**src/rtl/sw_pkg.sv**
```systemverilog
package sw_pkg;
  typedef enum logic [3:0] {
    ST_IDLE, ST_BOUND, ST_READ, ST_TEST, ST_INC, ST_DEC, ST_WRITE, ST_NEXT, ST_FIN
  } sw_state_e;
endpackage

```
**src/rtl/sw_ctrl.sv**
```systemverilog
module sw_ctrl
  import sw_pkg::*;
(
  input  logic clk_i,
  input  logic rst_ni,
  input  logic start_i,
  input  logic at_end_i,
  input  logic pos_i,
  output logic clr_o,
  output logic inc_o,
  output logic dec_o,
  output logic step_o,
  output logic rd_o,
  output logic wr_o,
  output logic done_o
);
  sw_state_e state_q, state_d;
  logic      idle_like;

  assign idle_like = (state_q == ST_IDLE) || (state_q == ST_FIN);

  always_comb begin
    state_d = state_q;
    unique case (state_q)
      ST_IDLE, ST_FIN: if (start_i) state_d = ST_BOUND;
      ST_BOUND:        state_d = at_end_i ? ST_FIN : ST_READ;
      ST_READ:         state_d = ST_TEST;
      ST_TEST:         state_d = pos_i ? ST_INC : ST_DEC;  // branch kept as states
      ST_INC, ST_DEC:  state_d = ST_WRITE;
      ST_WRITE:        state_d = ST_NEXT;
      ST_NEXT:         state_d = ST_BOUND;
      default:         state_d = ST_IDLE;
    endcase
  end

  always_ff @(posedge clk_i or negedge rst_ni) begin
    if (!rst_ni) state_q <= ST_IDLE;
    else         state_q <= state_d;
  end

  assign clr_o  = idle_like && start_i;
  assign inc_o  = (state_q == ST_INC);
  assign dec_o  = (state_q == ST_DEC);
  assign step_o = (state_q == ST_NEXT);
  assign rd_o   = (state_q == ST_READ);
  assign wr_o   = (state_q == ST_WRITE);
  assign done_o = (state_q == ST_FIN);
endmodule

```
**src/rtl/sw_index.sv**
```systemverilog
module sw_index #(
  parameter int AW = 12,
  parameter int N  = 100,
  localparam int IW = $clog2(N + 1)
) (
  input  logic          clk_i,
  input  logic          rst_ni,
  input  logic          clr_i,
  input  logic          step_i,
  input  logic [AW-1:0] base_i,
  output logic [AW-1:0] addr_o,
  output logic          at_end_o
);
  logic [IW-1:0] idx_q;

  always_ff @(posedge clk_i or negedge rst_ni) begin
    if (!rst_ni)     idx_q <= '0;
    else if (clr_i)  idx_q <= '0;
    else if (step_i) idx_q <= idx_q + 1'b1;
  end

  assign addr_o   = base_i + AW'(idx_q);
  assign at_end_o = (idx_q == IW'(N));
endmodule

```
**src/rtl/sw_acc.sv**
```systemverilog
module sw_acc #(
  parameter int DW = 16
) (
  input  logic          clk_i,
  input  logic          rst_ni,
  input  logic          clr_i,
  input  logic          inc_i,
  input  logic          dec_i,
  input  logic [DW-1:0] rdata_i,
  output logic          pos_o,
  output logic [DW-1:0] acc_o
);
  logic [DW-1:0] acc_q;

  // strictly positive: sign clear and not zero
  assign pos_o = !rdata_i[DW-1] && (|rdata_i);

  always_ff @(posedge clk_i or negedge rst_ni) begin
    if (!rst_ni)     acc_q <= '0;
    else if (clr_i)  acc_q <= '0;
    else if (inc_i)  acc_q <= acc_q + 1'b1;
    else if (dec_i)  acc_q <= acc_q - 1'b1;
  end

  assign acc_o = acc_q;
endmodule

```
**src/rtl/sign_walk_top.sv**
```systemverilog
module sign_walk_top #(
  parameter int DW = 16,
  parameter int AW = 12,
  parameter int N  = 100
) (
  input  logic          clk_i,
  input  logic          rst_ni,
  input  logic          start_i,
  input  logic [AW-1:0] base_addr_i,
  output logic [AW-1:0] mem_addr_o,
  output logic          mem_rd_o,
  output logic          mem_wr_o,
  input  logic [DW-1:0] mem_rdata_i,
  output logic [DW-1:0] mem_wdata_o,
  output logic [DW-1:0] count_o,
  output logic          done_o
);
  logic clr, inc, dec, step, at_end, pos;

  sw_ctrl u_ctrl (
    .clk_i, .rst_ni, .start_i,
    .at_end_i(at_end), .pos_i(pos),
    .clr_o(clr), .inc_o(inc), .dec_o(dec), .step_o(step),
    .rd_o(mem_rd_o), .wr_o(mem_wr_o), .done_o(done_o)
  );

  sw_index #(.AW(AW), .N(N)) u_index (
    .clk_i, .rst_ni, .clr_i(clr), .step_i(step),
    .base_i(base_addr_i), .addr_o(mem_addr_o), .at_end_o(at_end)
  );

  sw_acc #(.DW(DW)) u_acc (
    .clk_i, .rst_ni, .clr_i(clr), .inc_i(inc), .dec_i(dec),
    .rdata_i(mem_rdata_i), .pos_o(pos), .acc_o(count_o)
  );

  assign mem_wdata_o = count_o;
endmodule

```
**config.mk**
```make
export PLATFORM = sky130hd
export DESIGN_NAME = sign_walk_top
export DESIGN_NICKNAME = d
export VERILOG_FILES = /design/src/rtl/sw_pkg.sv /design/src/rtl/sw_ctrl.sv /design/src/rtl/sw_index.sv /design/src/rtl/sw_acc.sv /design/src/rtl/sign_walk_top.sv
export SDC_FILE = /design/constraint.sdc
export NUM_CORES = 1
export LEC_CHECK = 0
export BUFFER_PORTS_ARGS = -buffer_cell sky130_fd_sc_hd__buf_2
export CAP_MARGIN = 15
export CORE_ASPECT_RATIO = 0.8
export CORE_MARGIN = 1
export CORE_UTILIZATION = 55
export DETAILED_ROUTE_END_ITERATION = 7
export MAX_ROUTING_LAYER = met4
export PLACE_DENSITY = 0.86
export REMOVE_ABC_BUFFERS = 1
export SKIP_LAST_GASP = 1
export SLEW_MARGIN = 30
export SYNTH_ARGS = -nofsm -noshare
export SYNTH_HDL_FRONTEND = slang
export SYNTH_SLANG_ARGS = --single-unit
```
**constraint.sdc**
```tcl
create_clock -name clk_i -period 6.6 [get_ports clk_i]
set_input_delay 0.33 -clock clk_i [delete_from_list [all_inputs] [get_ports clk_i]]
set_output_delay 0.33 -clock clk_i [all_outputs]
set_load 0.01 [all_outputs]
```
==> results of run 1 <==
-- worst paths after layout --
kind	cells after the start	endpoint	slack, ps	start
worst min register to register	1	u_ctrl.state_q[1]$_DFFE_PN0P_	520	u_ctrl.state_q[3]$_DFFE_PN0P_
min in group clk_i	3	u_ctrl.state_q[3]$_DFFE_PN0P_	340	start_i
max in group asynchronous	1	u_acc.acc_o[6]$_DFFE_PN0P_	6150	rst_ni
worst min-delay path	1	u_acc.acc_o[5]$_DFFE_PN0P_	50	rst_ni
worst max-delay path	9	u_acc.acc_o[15]$_DFFE_PN0P_	3160	u_ctrl.state_q[2]$_DFFE_PN0P_
worst max register to register	9	u_acc.acc_o[15]$_DFFE_PN0P_	3160	u_ctrl.state_q[2]$_DFFE_PN0P_
-- sequential cells by signal (all words and copies together), names as in the netlist --
| register | count |
|---|---|
| u_acc.acc_o | 16 |
| u_index.idx_q | 7 |
| u_ctrl.state_q | 4 |
-- placed cells by master (no fill, tap or decap), types with 2 or more instances in the layout --
cell type and count:
o21bai_1 3, o21ai_0 22, nand4_1 4, nand2b_1 3
clkbuf_8 3, a21o_1 5, inv_1 10, nor4_1 6
a211oi_1 5, and3_1 2, or3_1 5, a22o_1 2
a211o_1 2, nor2b_1 4, o21a_1 4, a21oi_1 20
xnor2_1 13, fa_1 2, buf_2 77, ha_1 26
dfrtp_1 27, nand3_1 9, nor3_1 7, nor2_1 20
xor2_1 14, nand2_1 30
-- cell families (layout without fill, tap and decap cells) --
group | Yosys count | count (layout) | synth area share [%]
flip-flops | 27 | 27 | 28.2
adder cells (fa/ha/maj) | 28 | 28 | 15.2
AND/OR/NAND/NOR | 98 | 98 | 20.3
AO/OA/AOI/OAI | 72 | 72 | 18.8
XOR/XNOR | 27 | 27 | 9.86
buffers and inverters | 32 | 92 | 7.67
-- layout make-up --
type | count | area (sq um) | share of cell area (%)
Clock buffer | 3 | 41.3 | 1.49
Clock inverter | 1 | 5.00 | 0.181
Inverter | 10 | 37.5 | 1.36
Multi-Input combinational cell | 225 | 1540 | 55.7
Sequential cell | 27 | 676 | 24.4
Tap cell | 57 | 71.3 | 2.58
Timing Repair Buffer | 78 | 393 | 14.2
-- per-stage QoR --
step | util [%] | worst slack (ps)
6_report | 66.2 | 3160
5_1_grt | 66.2 | 2980
4_1_cts | 66.2 | 3170
3_5_place_dp | 65.0 | 3190
3_3_place_gp | 65.0 | 3290
2_1_floorplan | - | 3490
-- routing by layer --
metal  vias to the layer above  global-route usage (%)  wire [microns]
met2                        70                    36.8            2280
met3                         2                    3.44             248
met4                         0                    1.59              19
li1                       1118                       -               -
met1                      1043                    35.0            2630
met5                         -                       -               0
-- power breakdown --
| group | internal, mW | total [mW] | switching, mW |
|---|---|---|---|
| combinational | 0.488 | 1.13 | 0.638 |
| sequential | 0.237 | 0.332 | 0.0951 |
| clock | 0.0423 | 0.0944 | 0.0521 |
| total | 0.767 | 1.55 | 0.786 |
==> results.cfg, run 1 <==
[pwr]
p_leak_nw = 1.39
power_mw = 1.55
peakVddDrop_mv = 0.326
p_per_area_mw_per_mm2 = 562

[floorplan]
rows = 21
dieArea_sq_mm = 0.00463
io_pins = 78
fp.dieW_microns = 75.8
start_util_pct = 57.4
die_y_microns = 61.1
core_sq_mm = 0.00418

[logic_synthesis]
synth_area_leaders = dfrtp_1 28%, ha_1 14%, xor2_1 5.1%, buf_4 5.0%, xnor2_1 4.7%
netlist_instances = 284
synth_top_area_share_pct = 28.2
synthDistinctLibCells = 44
async_flop_share_pct = 100
syn_area_per_cell_sq_um = 8.44
synth_common_cells = 30 x nand2_1, 27 x dfrtp_1, 26 x ha_1, 22 x o21ai_0, 21 x nor2_1
synth_top_area_cell = dfrtp_1
netlist_area_sq_mm = 0.00240
ys_ff_latch = 27
yosysMostFrequentCell = nand2_1
yosys_warnings = 0
synth_ff_type = dfrtp_1
ys_seq_area_share_pct = 28.2
synth_edf_count = 0

[global_routing]
grt_start_max_net_pins = 28
grt-ovfl-total = 0
antenna_found_initial = 0
grt_pass1_vias = 1849
grt_usage_pct = 23.9
grt_first_pass_wirelength_microns = 8260

[worst_setup_path]
critical_path.max_stage_delay_ps = 670
crit_required_ps = 6770
crit_path_end_kind = register
cp.arrival_ps = 3600
crit_buf_inv = 0
cpMaxStageDelayCell = or3_1
path_max_fanout = 18
start_kind = register
crit_chain = nand2b_1, or3_1, ha_1, a21o_1, a21o_1, a221o_1, or3_1, and3_1, a211o_1
cp_top_family = simple AND/OR/NAND/NOR gates
crit_type = reg -> reg

[place]
port-buffer-count = 77
dpl_cell_area_sq_mm = 0.00272
dp_cells = 397
gp_congestion = 0.912
hpwl_microns = 3980

[routing]
ant_nets = 0
drt_iter0_markers = 123
via_count = 2233
via_per_inst = 5.57
detail_route.wl_per_cell_microns = 12.9
route.detailed.drc = 0
wl_microns = 5180
firstDrtPassIters = 4

[timing]
fin_setup_tns_ps = 0
drv_slew = 0
finalSetupViolations = 0
tightest_slew_ps = 837
final_hold_viol_count = 0
fin_crit_sh_pct = 52.1
slew_headroom_pct = 44.2
fmax_ghz = 0.291
hold-worst-slack_ps = 48.7
fin_worst_skew_ps = 4.87
period_needed_ps = 3440
rsz0062_at_grt = false

[hold_path]
hold_path_class = in -> async

[final_layout]
fillCellCount = 333
diodes = 0
drive_gt1_share_pct = 25.9
synthToLayoutAreaGrowth_pct = 15.3
nets = 404
final_cell_area_sq_mm = 0.00276
fin_cells = 401

[flow_run]
drv_cap = 0

[cts]
clock_sinks = 27
root_buffer = clkbuf_8
cts.htree.levels = 1
cts_max_path_buffers = 2
cts.clk_slew.worst_paths_ps = 90
cts_buffers = 3
hold_buffers = 0
cts_resized = 0
cts_tree = built
clock_latency_ps = 270
cts_setup_buffers = 0

[status]
outcome = finished clean
Note: power is estimated with default switching activity, not from simulation.
==> run 2, diff against run 1 <==
- CORE_UTILIZATION: 55 -> 47
- PLACE_DENSITY: 0.86 -> 0.78
- clock period: 6.6 -> 2.8 ns (I/O delays scaled with it)
==> run 2 against run 1 <==
Net effect: the flow now finishes with violations (negative setup slack); setup slack got worse by 3200 ps; via count increased by 9.9%; wire length increased by 27%; final cell count increased by 12%; die area increased by 17%; register-to-register slack got worse by 3200 ps; sequential power increased by 140%; highest routed layer unchanged.
==> results.cfg, run 2 (synthesis gave the netlist of run 1 again) <==
[place]
place_ws_ps = -248
dpl_cell_area_sq_mm = 0.00300
hpwl_microns = 4850
port-buffer-count = 77
gp_congestion = 0.941

[floorplan]
core_sq_mm = 0.00473
io_pins = 78
die_y_microns = 65.9
rows = 22
start_util_pct = 50.6
fp.dieW_microns = 81.9
dieArea_sq_mm = 0.00539

[timing]
fin_ws_ps = -63.1
fin_worst_skew_ps = 2.10
rsz0062_at_grt = true
finalSetupViolations = 1
tightest_slew_ps = 886
fmax_ghz = 0.349
final_hold_viol_count = 0
drv_slew = 0
fin_setup_tns_ps = -63.1
slew_headroom_pct = 40.9
fin_crit_sh_pct = 102
period_needed_ps = 2860

[cts]
cts_max_path_buffers = 2
cts.htree.levels = 1
root_buffer = clkbuf_8
cts.clk_slew.worst_paths_ps = 100
cts_tree = built
clock_sinks = 27
clock_latency_ps = 280
cts_buffers = 3

[status]
violations = negative setup slack
outcome = finished with violations

[final_layout]
final_cell_mix = 77 x buf_2, 42 x buf_4, 30 x nand2_1
layout_commonest_cell = buf_2
final_core_util_pct = 69.1
synthToLayoutAreaGrowth_pct = 36.5
nets = 448
final_cell_area_sq_mm = 0.00327
diodes = 0
largest_reg_flops = 16
drive_gt1_share_pct = 39.9

[worst_setup_path]
crit_required_ps = 2970
crit_path_end_kind = register
crit_type = reg -> reg
path_max_fanout = 6
start_kind = register
cp.arrival_ps = 3040

[pwr]
p_int_mw = 2.55
p_comb_share_pct = 78.7
switchingPower_mw = 2.25
peakVddDrop_mv = 0.807
p_per_area_mw_per_mm2 = 1470
p_seq_share_pct = 16.3
p_clk_share_pct = 4.9
sw_frac_of_total_pct = 46.8
p_leak_nw = 1.62

[global_routing]
grt_pass1_vias = 2202
grt_usage_pct = 25.4
grt_first_pass_wirelength_microns = 10200
grt_start_max_net_pins = 28
antenna_found_initial = 0
grt-ovfl-total = 0

[routing]
via_count = 2453
firstDrtPassIters = 4
ant_nets = 0
route.detailed.drc = 0
detail_route.wl_per_cell_microns = 14.7
drt_iter0_markers = 128
via_per_inst = 5.48
wl_microns = 6570

[flow_run]
drv_cap = 0

[hold_path]
hold_path_class = in -> reg
==> run 2: layout make-up <==
class / count / area (sq um)
Multi-Input combinational cell: 225 / 1700
Fill cell: 375 / 1460
Timing Repair Buffer: 122 / 733
Sequential cell: 27 / 676
Tap cell: 60 / 75.1
Clock buffer: 3 / 41.3
Inverter: 10 / 37.5
Clock inverter: 1 / 5.00
==> run 2: power groups by stage <==
stage | Sequential (mW) | Clock, mW | Combinational (mW)
2_1_floorplan | 0.860 | 0 | 1.82
3_3_place_gp | 0.743 | 0 | 3.23
3_5_place_dp | 0.753 | 0 | 3.30
4_1_cts | 0.754 | 0.233 | 3.47
5_1_grt | 0.811 | 0.255 | 4.15
6_report | 0.784 | 0.236 | 3.78
==> run 2: worst max-delay path, cell delays in order (launching register included) <==
cell and delay [ps]:
dfrtp_1 400, nand2b_4 140, or3_4 390, buf_6 160
ha_4 150, a21o_1 200, a21o_1 160, a221o_1 370
or3_1 390, and3_1 170, a211o_1 220
==> run 2: repair_timing <==
item | 4_1_cts | 5_1_grt
gates cloned | 0 | 0
setup buffers | 4 | 2
resized for setup | 10 | 18
endpoints found under the setup margin | 8 | 7
pin swaps | 8 | 9
hold endpoints to repair | 27 | 0
hold buffers | 1 | 0
==> run 2: routing by layer <==
metal	global-route usage (%)	wire (microns)	part of all wire (%)
met5	-	0	0
met4	5.26	70	1.1
met3	3.59	341	5.2
met2	38.8	2980	45
met1	35.5	3180	48
==> run 2: through the flow <==
| stage | std cells | hold WS [ps] | power (mW) |
|---|---|---|---|
| 2_1_floorplan | 262 | -156 | 2.68 |
| 5_1_grt | 448 | 165 | 5.22 |
| 3_3_place_gp | 437 | 183 | 3.97 |
| 6_report | 448 | 153 | 4.80 |
| 4_1_cts | 446 | 153 | 4.46 |
| 3_5_place_dp | 437 | 189 | 4.05 |
==> run 2: path summary, 6_finish.rpt <==
kind | from | endpoint | slack (ps) | cells after the start
max | u_ctrl.state_q[3]$_DFFE_PN0P_ | u_acc.acc_o[15]$_DFFE_PN0P_ | -60 | 10
min | start_i | u_ctrl.state_q[3]$_DFFE_PN0P_ | 150 | 3
max reg2reg | u_ctrl.state_q[3]$_DFFE_PN0P_ | u_acc.acc_o[15]$_DFFE_PN0P_ | -60 | 10
min reg2reg | u_acc.acc_o[2]$_DFFE_PN0P_ | u_acc.acc_o[2]$_DFFE_PN0P_ | 540 | 2
max in group asynchronous | rst_ni | u_acc.acc_o[14]$_DFFE_PN0P_ | 2020 | 2
min in group asynchronous | rst_ni | u_acc.acc_o[6]$_DFFE_PN0P_ | 390 | 2
